===== config.mk =====
export PLATFORM = sky130hd
export DESIGN_NAME = qdx_encoder_counter
export DESIGN_NICKNAME = d
export VERILOG_FILES = /design/src/rtl/qdx_pkg.sv /design/src/rtl/qdx_edge_det.sv /design/src/rtl/qdx_step_gen.sv /design/src/rtl/qdx_counter_core.sv /design/src/rtl/qdx_encoder_counter.sv
export SDC_FILE = /design/constraint.sdc
export NUM_CORES = 1
export LEC_CHECK = 0
export ABC_AREA = 0
export BUFFER_PORTS_ARGS = -buffer_cell sky130_fd_sc_hd__buf_2
export CORE_ASPECT_RATIO = 1.1
export CORE_MARGIN = 2
export CORE_UTILIZATION = 35
export CTS_BUF_LIST = sky130_fd_sc_hd__clkbuf_4
export DETAILED_ROUTE_END_ITERATION = 10
export PLACE_DENSITY = 0.62
export SYNTH_ARGS = -nofsm -noshare
export SYNTH_HDL_FRONTEND = slang
export SYNTH_SLANG_ARGS = --single-unit
export TNS_END_PERCENT = 10

===== constraint.sdc =====
create_clock -name clk -period 8.85 [get_ports clk]
set_clock_uncertainty 0.15 [all_clocks]
set_input_delay 1.77 -clock clk [delete_from_list [all_inputs] [get_ports clk]]
set_output_delay 1.77 -clock clk [all_outputs]
set_load 0.02 [all_outputs]

===== src/rtl/qdx_pkg.sv =====
package qdx_pkg;
  localparam int CW = 16;
  localparam int AW = 3;

  typedef enum logic [1:0] {
    MODE_STOP = 2'b00,
    MODE_QUAD = 2'b01,
    MODE_UPDN = 2'b10,
    MODE_HOLD = 2'b11
  } cnt_mode_e;

  localparam logic [AW-1:0] ADR_CTRL  = 3'd0;
  localparam logic [AW-1:0] ADR_PMAX  = 3'd1;
  localparam logic [AW-1:0] ADR_CMP0  = 3'd2;
  localparam logic [AW-1:0] ADR_CMP1  = 3'd3;
  localparam logic [AW-1:0] ADR_POS   = 3'd4;
  localparam logic [AW-1:0] ADR_REV   = 3'd5;
  localparam logic [AW-1:0] ADR_FLAGS = 3'd6;
  localparam logic [AW-1:0] ADR_IRQEN = 3'd7;

  localparam int NFLAG = 6;
  localparam int F_CMP0 = 0;
  localparam int F_CMP1 = 1;
  localparam int F_ERR  = 2;
  localparam int F_OVF  = 3;
  localparam int F_UNF  = 4;
  localparam int F_IDX  = 5;

  localparam int CTRL_W = 10;
endpackage


===== src/rtl/qdx_edge_det.sv =====
module qdx_edge_det #(
  parameter int STAGES = 2
) (
  input  logic       clk,
  input  logic       rst_n,
  input  logic       pin,
  input  logic [1:0] sel,
  output logic       lvl,
  output logic       chg,
  output logic       hit
);
  logic [STAGES-1:0] sync_q;
  logic              prev_q;
  logic              rise, fall;

  always_ff @(posedge clk or negedge rst_n) begin
    if (!rst_n) begin
      sync_q <= '0;
      prev_q <= 1'b0;
    end else begin
      sync_q <= {sync_q[STAGES-2:0], pin};
      prev_q <= sync_q[STAGES-1];
    end
  end

  assign lvl  = sync_q[STAGES-1];
  assign rise = lvl & ~prev_q;
  assign fall = ~lvl & prev_q;
  assign chg  = rise | fall;
  assign hit  = (sel[0] & rise) | (sel[1] & fall);
endmodule


===== src/rtl/qdx_step_gen.sv =====
module qdx_step_gen
  import qdx_pkg::*;
(
  input  logic [1:0] mode,
  input  logic       a_lvl,
  input  logic       a_chg,
  input  logic       a_hit,
  input  logic       b_lvl,
  input  logic       b_chg,
  input  logic       b_hit,
  output logic       step_up,
  output logic       step_dn,
  output logic       err_evt
);
  logic b_old;
  logic lead_a;

  assign b_old  = b_lvl ^ b_chg;
  assign lead_a = a_lvl ^ b_old;

  always_comb begin
    step_up = 1'b0;
    step_dn = 1'b0;
    err_evt = 1'b0;
    unique case (cnt_mode_e'(mode))
      MODE_QUAD: begin
        if (a_chg && b_chg) begin
          err_evt = 1'b1;
        end else if (a_chg || b_chg) begin
          step_up = lead_a;
          step_dn = ~lead_a;
        end
      end
      MODE_UPDN: begin
        step_up = a_hit & ~b_hit;
        step_dn = b_hit & ~a_hit;
      end
      default: ;
    endcase
  end
endmodule


===== src/rtl/qdx_counter_core.sv =====
module qdx_counter_core #(
  parameter int W = 16
) (
  input  logic         clk,
  input  logic         rst_n,
  input  logic         wr_pos,
  input  logic         wr_rev,
  input  logic [W-1:0] load_val,
  input  logic [W-1:0] posmax,
  input  logic         step_up,
  input  logic         step_dn,
  input  logic         idx_evt,
  output logic [W-1:0] pos,
  output logic [W-1:0] rev,
  output logic         dir,
  output logic         ovf_evt,
  output logic         unf_evt
);
  localparam logic [W-1:0] ONE = W'(1);

  logic plain;
  assign plain   = ~wr_pos & ~idx_evt;
  assign ovf_evt = plain & step_up & (pos == posmax);
  assign unf_evt = plain & step_dn & (pos == '0);

  always_ff @(posedge clk or negedge rst_n) begin
    if (!rst_n) begin
      pos <= '0;
      rev <= '0;
      dir <= 1'b1;
    end else begin
      if (step_up) dir <= 1'b1;
      else if (step_dn) dir <= 1'b0;

      if (wr_pos)             pos <= load_val;
      else if (idx_evt)       pos <= '0;
      else if (ovf_evt)       pos <= '0;
      else if (unf_evt)       pos <= posmax;
      else if (step_up)       pos <= pos + ONE;
      else if (step_dn)       pos <= pos - ONE;

      if (wr_rev)             rev <= load_val;
      else if (idx_evt)       rev <= dir ? rev + ONE : rev - ONE;
      else if (ovf_evt)       rev <= rev + ONE;
      else if (unf_evt)       rev <= rev - ONE;
    end
  end
endmodule


===== src/rtl/qdx_encoder_counter.sv =====
module qdx_encoder_counter
  import qdx_pkg::*;
#(
  parameter int W          = CW,
  parameter int SYNC_STAGE = 2
) (
  input  logic          clk,
  input  logic          rst_n,
  input  logic          enc_a,
  input  logic          enc_b,
  input  logic          enc_z,
  input  logic          wr_en,
  input  logic [AW-1:0] wr_addr,
  input  logic [W-1:0]  wr_data,
  input  logic          rd_en,
  input  logic [AW-1:0] rd_addr,
  output logic [W-1:0]  rd_data,
  output logic [W-1:0]  pos_count,
  output logic [W-1:0]  rev_count,
  output logic          count_dir,
  output logic          irq
);
  localparam int NCMP = 2;

  logic [CTRL_W-1:0] ctrl;
  logic [W-1:0]      posmax;
  logic [W-1:0]      cmp_val [NCMP];
  logic [NFLAG-1:0]  flags;
  logic [NFLAG-1:0]  irq_en;
  logic [1:0]        mode;
  logic              run;

  logic a_lvl, a_chg, a_hit;
  logic b_lvl, b_chg, b_hit;
  logic z_lvl, z_chg, z_hit;
  logic step_up, step_dn, err_evt, idx_evt;
  logic ovf_evt, unf_evt;
  logic wr_pos, wr_rev;
  logic [W-1:0] pos, rev;
  logic dir;
  logic [NCMP-1:0] cmp_eq;
  logic [NFLAG-1:0] flag_set, flag_clr;

  assign mode = ctrl[1:0];
  assign run  = (mode == MODE_QUAD) || (mode == MODE_UPDN);

  qdx_edge_det #(.STAGES(SYNC_STAGE)) u_ea (
    .clk(clk), .rst_n(rst_n), .pin(enc_a), .sel(ctrl[3:2]),
    .lvl(a_lvl), .chg(a_chg), .hit(a_hit));
  qdx_edge_det #(.STAGES(SYNC_STAGE)) u_eb (
    .clk(clk), .rst_n(rst_n), .pin(enc_b), .sel(ctrl[5:4]),
    .lvl(b_lvl), .chg(b_chg), .hit(b_hit));
  qdx_edge_det #(.STAGES(SYNC_STAGE)) u_ez (
    .clk(clk), .rst_n(rst_n), .pin(enc_z), .sel(ctrl[7:6]),
    .lvl(z_lvl), .chg(z_chg), .hit(z_hit));

  qdx_step_gen u_step (
    .mode(mode),
    .a_lvl(a_lvl), .a_chg(a_chg), .a_hit(a_hit),
    .b_lvl(b_lvl), .b_chg(b_chg), .b_hit(b_hit),
    .step_up(step_up), .step_dn(step_dn), .err_evt(err_evt));

  assign idx_evt = run & z_hit;
  assign wr_pos  = wr_en && (wr_addr == ADR_POS);
  assign wr_rev  = wr_en && (wr_addr == ADR_REV);

  qdx_counter_core #(.W(W)) u_core (
    .clk(clk), .rst_n(rst_n),
    .wr_pos(wr_pos), .wr_rev(wr_rev), .load_val(wr_data),
    .posmax(posmax), .step_up(step_up), .step_dn(step_dn),
    .idx_evt(idx_evt), .pos(pos), .rev(rev), .dir(dir),
    .ovf_evt(ovf_evt), .unf_evt(unf_evt));

  for (genvar gi = 0; gi < NCMP; gi++) begin : g_cmp
    logic use_rev;
    assign use_rev    = ctrl[8+gi];
    assign cmp_eq[gi] = (use_rev ? rev : pos) == cmp_val[gi];

    always_ff @(posedge clk or negedge rst_n) begin
      if (!rst_n)
        cmp_val[gi] <= '1;
      else if (wr_en && (wr_addr == ADR_CMP0 + AW'(gi)))
        cmp_val[gi] <= wr_data;
    end
  end

  always_ff @(posedge clk or negedge rst_n) begin
    if (!rst_n) begin
      ctrl   <= '0;
      posmax <= '1;
      irq_en <= '0;
    end else if (wr_en) begin
      case (wr_addr)
        ADR_CTRL:  ctrl   <= wr_data[CTRL_W-1:0];
        ADR_PMAX:  posmax <= wr_data;
        ADR_IRQEN: irq_en <= wr_data[NFLAG-1:0];
        default: ;
      endcase
    end
  end

  always_comb begin
    flag_set         = '0;
    flag_set[F_CMP0] = cmp_eq[0];
    flag_set[F_CMP1] = cmp_eq[1];
    flag_set[F_ERR]  = err_evt;
    flag_set[F_OVF]  = ovf_evt;
    flag_set[F_UNF]  = unf_evt;
    flag_set[F_IDX]  = idx_evt;
  end

  assign flag_clr = (wr_en && (wr_addr == ADR_FLAGS)) ? wr_data[NFLAG-1:0] : '0;

  always_ff @(posedge clk or negedge rst_n) begin
    if (!rst_n) flags <= '0;
    else        flags <= (flags & ~flag_clr) | flag_set;
  end

  always_ff @(posedge clk or negedge rst_n) begin
    if (!rst_n) begin
      rd_data <= '0;
    end else if (rd_en) begin
      case (rd_addr)
        ADR_CTRL:  rd_data <= W'(ctrl);
        ADR_PMAX:  rd_data <= posmax;
        ADR_CMP0:  rd_data <= cmp_val[0];
        ADR_CMP1:  rd_data <= cmp_val[1];
        ADR_POS:   rd_data <= pos;
        ADR_REV:   rd_data <= rev;
        ADR_FLAGS: rd_data <= W'({dir, flags});
        default:   rd_data <= W'(irq_en);
      endcase
    end
  end

  assign pos_count = pos;
  assign rev_count = rev;
  assign count_dir = dir;
  assign irq       = |(flags & irq_en);
endmodule


-- Word-level counts from Yosys, hierarchy flattened
Index checks and enable logic that the tools add are counted.
- $add $sub $neg: 4
- $mul: 0
- divide/modulo/power cells: 0
- $lt $le $gt $ge: 0
- eq/ne operators: 18
- shifts and indexed selects: 0
- muxes and demuxes: 25
- bitwise logic cells: 42
- reduce and logical (&&, ||, !) cells: 18
- operator list (cell ; count):
    $mux W16 ; 13
    $pmux W16 S7 ; 1
    $eq A16 B16 Y1 ; 3
    $add A16 B1 Y16 const B ; 2
    $sub A16 B1 Y16 const B ; 2
    $eq A3 B3 Y1 const B ; 7
    $and A1 B1 Y1 ; 20
    $logic_not A16 Y1 ; 1
    $and A6 B6 Y6 ; 2
    $eq A3 B2 Y1 const B ; 4
    $not A1 Y1 ; 11
    $mux W1 ; 8
    $eq A3 B1 Y1 const B ; 2
    $logic_and A1 B1 Y1 ; 6
    $logic_not A3 Y1 ; 2
    $mux W6 ; 1
    $not A6 Y6 ; 1
    $or A6 B6 Y6 ; 1
    $reduce_and A2 Y1 ; 3
    $reduce_bool A6 Y1 ; 1
    $reduce_or A6 Y1 ; 1
    $or A1 B1 Y1 ; 5
    $pmux W1 S2 ; 2
    $reduce_bool A4 Y1 ; 1
    5 further kinds ; 7
- register bits: 128
- latch bits: 0
- bits in writable memories: 0
- ROM bits: 0
- input bits: 29
- output and inout bits: 50
- logic and storage cells: 123
- memories: 0

-- Depth between registers and ports, before layout
- depth after elaboration: 15
- depth in mapped cells: 14
- gate-level depth less buffers: 13

-- Hierarchy
From an unflattened synthesis, not the netlist that was laid out.
- cells, all modules: 879
- area total of the unflattened synthesis: 8735.9 um2
- by module, submodules not included (module ; times used ; cells an instance ; area each (um2) ; seq. area each (um2)):
    qdx_encoder_counter ; 1 ; 404 ; 4907.2 ; 2212.1
    qdx_counter_core ; 1 ; 431 ; 3340.7 ; 827.0
    qdx_edge_det ; 3 ; 9 ; 120.1 ; 75.1
    qdx_step_gen ; 1 ; 17 ; 127.6 ; 0.0

-- Worst setup path after synthesis
No wires, ideal clock.
- path type: input -> register
- start point: in wr_addr[0]
- end point: reg u_core.rev[4]
- library setup time: 82 ps
- data arrival time: 3782 ps
- data required time: 8618 ps
- path slack: 4836 ps
- stages: 8
- buffers on the path: 1
- cells stage by stage: clkbuf_1 > nand2b_1 > nor2_1 > or2_2 > o31ai_4 > mux2_2 > or3_1 > a31oi_1
- longest elaborated chain between the ends: 9
- elaborated cells on any way between the ends: 14
- classes of those cells: eq/ne: 2; mux: 3; bitwise: 6; reduce/logical: 3
- RTL lines (what ; line ; text):
    start, declared ; qdx_encoder_counter.sv:13 ; input logic [AW-1:0] wr_addr,
    $eq A3 B3 Y1 ; qdx_encoder_counter.sv:64 ; assign wr_pos = wr_en && (wr_addr == ADR_POS);
    $logic_and A1 B1 Y1 ; qdx_encoder_counter.sv:64 ;
    $not A1 Y1 ; qdx_counter_core.sv:22 ; assign plain = ~wr_pos & ~idx_evt;
    $and A1 B1 Y1 ; qdx_counter_core.sv:22 ;
    $and A1 B1 Y1 (2 in a row) ; qdx_counter_core.sv:23 ; assign ovf_evt = plain & step_up & (pos == posmax);
    $mux W16 ; qdx_counter_core.sv:44 ; else if (ovf_evt) rev <= rev + ONE;
    $mux W16 ; qdx_counter_core.sv:43 ; else if (idx_evt) rev <= dir ? rev + ONE : rev - ONE;
    $mux W16 ; qdx_counter_core.sv:42 ; if (wr_rev) rev <= load_val;
    end signal, assigned ; qdx_counter_core.sv:42 ;
    end signal, assigned ; qdx_counter_core.sv:43 ;
    end signal, assigned ; qdx_counter_core.sv:44 ;
    end, declared ; qdx_counter_core.sv:14 ; output logic [W-1:0] rev,
Parallel ways exist; a longest one is shown, timed or not.
A chain may end at the register's enable or synchronous reset.

-- Worst setup path after layout
- start point: in wr_addr[1]
- end point: reg u_core.rev[10]
Same word-level chain as after synthesis.

==> results.yml <==
clock_network:
  clk_latency_ns: 0.59
  cts_sinks: 128
  post_cts_buffers: 0
  cts_tree: "done"
  root_buffer: "clkbuf_4"
  cts_buffers: 17
  path_clk_slew_ns: 0.14
  htreeDepth: 4
  holdBufCountCts: 0
  clk_path_buf_depth: 2
  cts_resized: 0
cells_and_area:
  layout_commonest_cell: "dfrtp_1"
  nets: 985
  stdcell_count: 1251
  final_cell_mix: "dfrtp_1 (79), buf_2 (77), mux2_2 (74)"
  area_growth_syn_to_layout_pct: 11.20
  drive_gt1_share_pct: 27.41
  fillCellCount: 2366
  regArea_um2: 3264
  multi_input_area_um2: 4984
grt:
  grt_remaining_overflow: 0
  grt_antenna_before_repair: 1
  grt_pass1_wl_um: 41390
  first_global_vias: 6917
  gr-usage-all-layers_pct: 20.78
  grt_max_degree: 75
detailed_routing:
  drc_errors: 0
  num_vias: 7305
  drtAntennaViolNets: 0
  routedWlPerCell_um: 21.44
  drt_wl_total_um: 26820
  drt_iter0_markers: 569
  viasPerCell: 5.839
  firstDrtPassIters: 7
floorplanning:
  die_h_um: 167.8
  initial_core_util_pct: 35.90
  num_io_pins: 79
  die_w_um: 152.9
  core_um2: 23770
  rows: 59
  die-area_um2: 25650
run_status:
  run_status: "finished, final reports clean"
placement:
  portBuffers: 78
  dp_hpwl_um: 19050
  gp_congestion: 0.8702
  post-place-ws_ns: 3.954
  post-place-cells: 1218
setup_path:
  rrSetupSlack_ns: 4.75
  cp.arrival_ns: 4.77
  rr_worst_depth: 13
  rr_endpoint: "u_core.pos[13]"
  cp_max_fo: 23
  r2r_start: "ctrl[0]"
  endpoint_kind: "register"
  crit_type: "input pin to register"
  cp.required_ns: 9.22
  startpoint_type: "input pin"
synthesis:
  netlist_area_um2: 8533
  syn_inst: 877
  synth_area_leader_cell: "dfrtp_1"
  yosysWarnings: 0
  yosysUniqueCellTypes: 69
  avgSynthCellArea_um2: 9.730
  yosysTopAreaCellShare_pct: 23.17
  synth-async-reset-ratio_pct: 100.0
  syn_nets: 930
  synth_ff_type: "dfrtp_1"
  synthTopCellsByArea: "dfrtp_1 (23%), dfstp_2 (15%), mux2_2 (9.8%)"
  synth_seq_cells: 128
  synth_edf_count: 0
  yosysSeqAreaShare_pct: 38.26
sta:
  final-setup-viol-count: 0
  timing.fmax_ghz: 0.2273
  final.setup.tns_ns: 0
  min_period_over_period_pct: 49.72
  layout_setup_ws_ns: 4.450
  slew_viol_final: 0
  period_minus_slack_ns: 4.400
  tightest_slew_ns: 1.163
  maxSlewHeadroom_pct: 22.04
  hold_viol: 0
  rsz0062_at_grt: "no"
power_and_ir_drop:
  comb_power_share_pct: 45.4
  clockPowerShare_pct: 16.1
  p_sw_mw: 1.232
  cell_internal_pwr_mw: 1.523
  swShare_pct: 44.71
  irDropWorstVdd_mv: 0.09747
  p_per_area_nw_per_um2: 290.3
  seqPwrFrac_pct: 38.5
  p_leak_nw: 3.832
hold_path:
  hp-start: "u_ez.sync_q[0]"
  min_path_type: "register to register"
  hold_depth: 0
  min_to: "u_ez.sync_q[1]"
run:
  maxCapViolCount: 0
## per-layer routing
metal  track usage [%]  wire length (um)  up-vias
met3             3.986              1828       56
met4             7.609               833        0
met2             33.05             12380      317
met1             28.23             11780     3585
met5                 0                 0        -
li1                  -                 -     3347
## synthesized netlist by cell type (4+ instances only)
master and n:
a21oi_1 45, nand3_1 21, inv_1 24, clkbuf_1 43, nor3b_1 5, dfrtp_1 79
nor4_1 17, dfstp_2 49, or3_1 12, xnor2_1 58, o21ai_0 40, a22o_1 6
a21o_1 8, a31oi_1 15, nor2_1 56, nand4_1 13, a2bb2oi_1 4, nor2b_1 4
mux2_2 74, or4_1 4, nand2_1 67, nor3_1 14, a32oi_1 6, o211ai_1 4
a22oi_1 11, o221ai_1 9, a221o_1 6, ha_1 23, and2_1 13, and3_1 15
a221oi_1 4, buf_1 5, mux4_2 4, xor2_1 5, nand2b_1 5, mux2i_1 54
## power by group through the flow
stage / registers [mW] / clock network (mW) / logic [mW]
2_1_floorplan: 0.986 / 0 / 0.921
3_3_place_gp: 1.06 / 0 / 1.22
3_5_place_dp: 1.07 / 0 / 1.24
4_1_cts: 1.06 / 0.447 / 1.24
5_1_grt: 1.09 / 0.473 / 1.37
6_report: 1.06 / 0.443 / 1.25
## cells by family (layout without fill, tap and decap cells)
logic type               after synthesis  in the layout  synth area share (%)
buffers and inverters                 76            144                 3.534
AND/OR/NAND/NOR                      258            258                 15.19
AO/OA/AOI/OAI                        194            194                 15.47
XOR/XNOR                              64             64                 6.657
adder cells (fa/ha/maj)               24             24                 3.607
multiplexers                         133            133                 17.29
flip-flops                           128            128                 38.26
other                                  0              1                     0
## final cells by class
| type | instances | area share (%) |
|---|---|---|
| Antenna cell | 1 | 0.02637 |
| Clock buffer | 17 | 1.345 |
| Clock inverter | 15 | 1.806 |
| Inverter | 25 | 0.9889 |
| Multi-Input combinational cell | 673 | 52.52 |
| Sequential cell | 128 | 34.40 |
| Tap cell | 305 | 4.022 |
| Timing Repair Buffer | 87 | 4.892 |
## worst max-delay path, stage by stage
cell and delay [ns]:
buf_2 0.10, nand2b_1 0.21, nor2_1 0.08, buf_4 0.21, nor2_1 0.42, nand4b_1 0.66
and2_1 0.64, or4_1 0.57, nand3_1 0.09
## per-stage QoR
stage	instance area, um2	hold slack, ns	power, mW	util (%)
after global routing	9489	0.2256	2.931	39.92
after floorplan	8533	0.1812	1.907	-
final	9489	0.2142	2.755	39.92
after detailed placement	9188	0.1847	2.306	38.65
after global placement	9188	0.1842	2.284	38.65
after CTS	9487	0.2167	2.747	39.91
## flip-flops by register name, summed over array words and instances (netlist names)
| register | flops |
|---|---|
| u_ea.sync_q | 2 |
| cmp_val | 32 |
| u_ez.prev_q | 1 |
| flags | 6 |
| u_eb.prev_q | 1 |
| posmax | 16 |
| irq_en | 6 |
| u_core.dir | 1 |
| u_core.rev | 16 |
| rd_data | 16 |
| u_ez.sync_q | 2 |
| u_ea.prev_q | 1 |
| u_eb.sync_q | 2 |
| u_core.pos | 16 |
| ctrl | 10 |
## worst max-delay path by stage
stage / start / endpoint / slack [ns] / cells after the start
global route: wr_addr[1] / u_core.rev[10] / 4.27 / 9
CTS: wr_addr[1] / u_core.rev[10] / 4.56 / 9
detailed placement: wr_addr[1] / u_core.rev[10] / 3.95 / 9
floorplan: wr_addr[0] / u_core.rev[4] / 4.84 / 8
global placement: wr_addr[1] / u_core.rev[10] / 4.05 / 9
finish: wr_addr[1] / u_core.rev[10] / 4.45 / 9
Power figures use the tool's default switching activity.
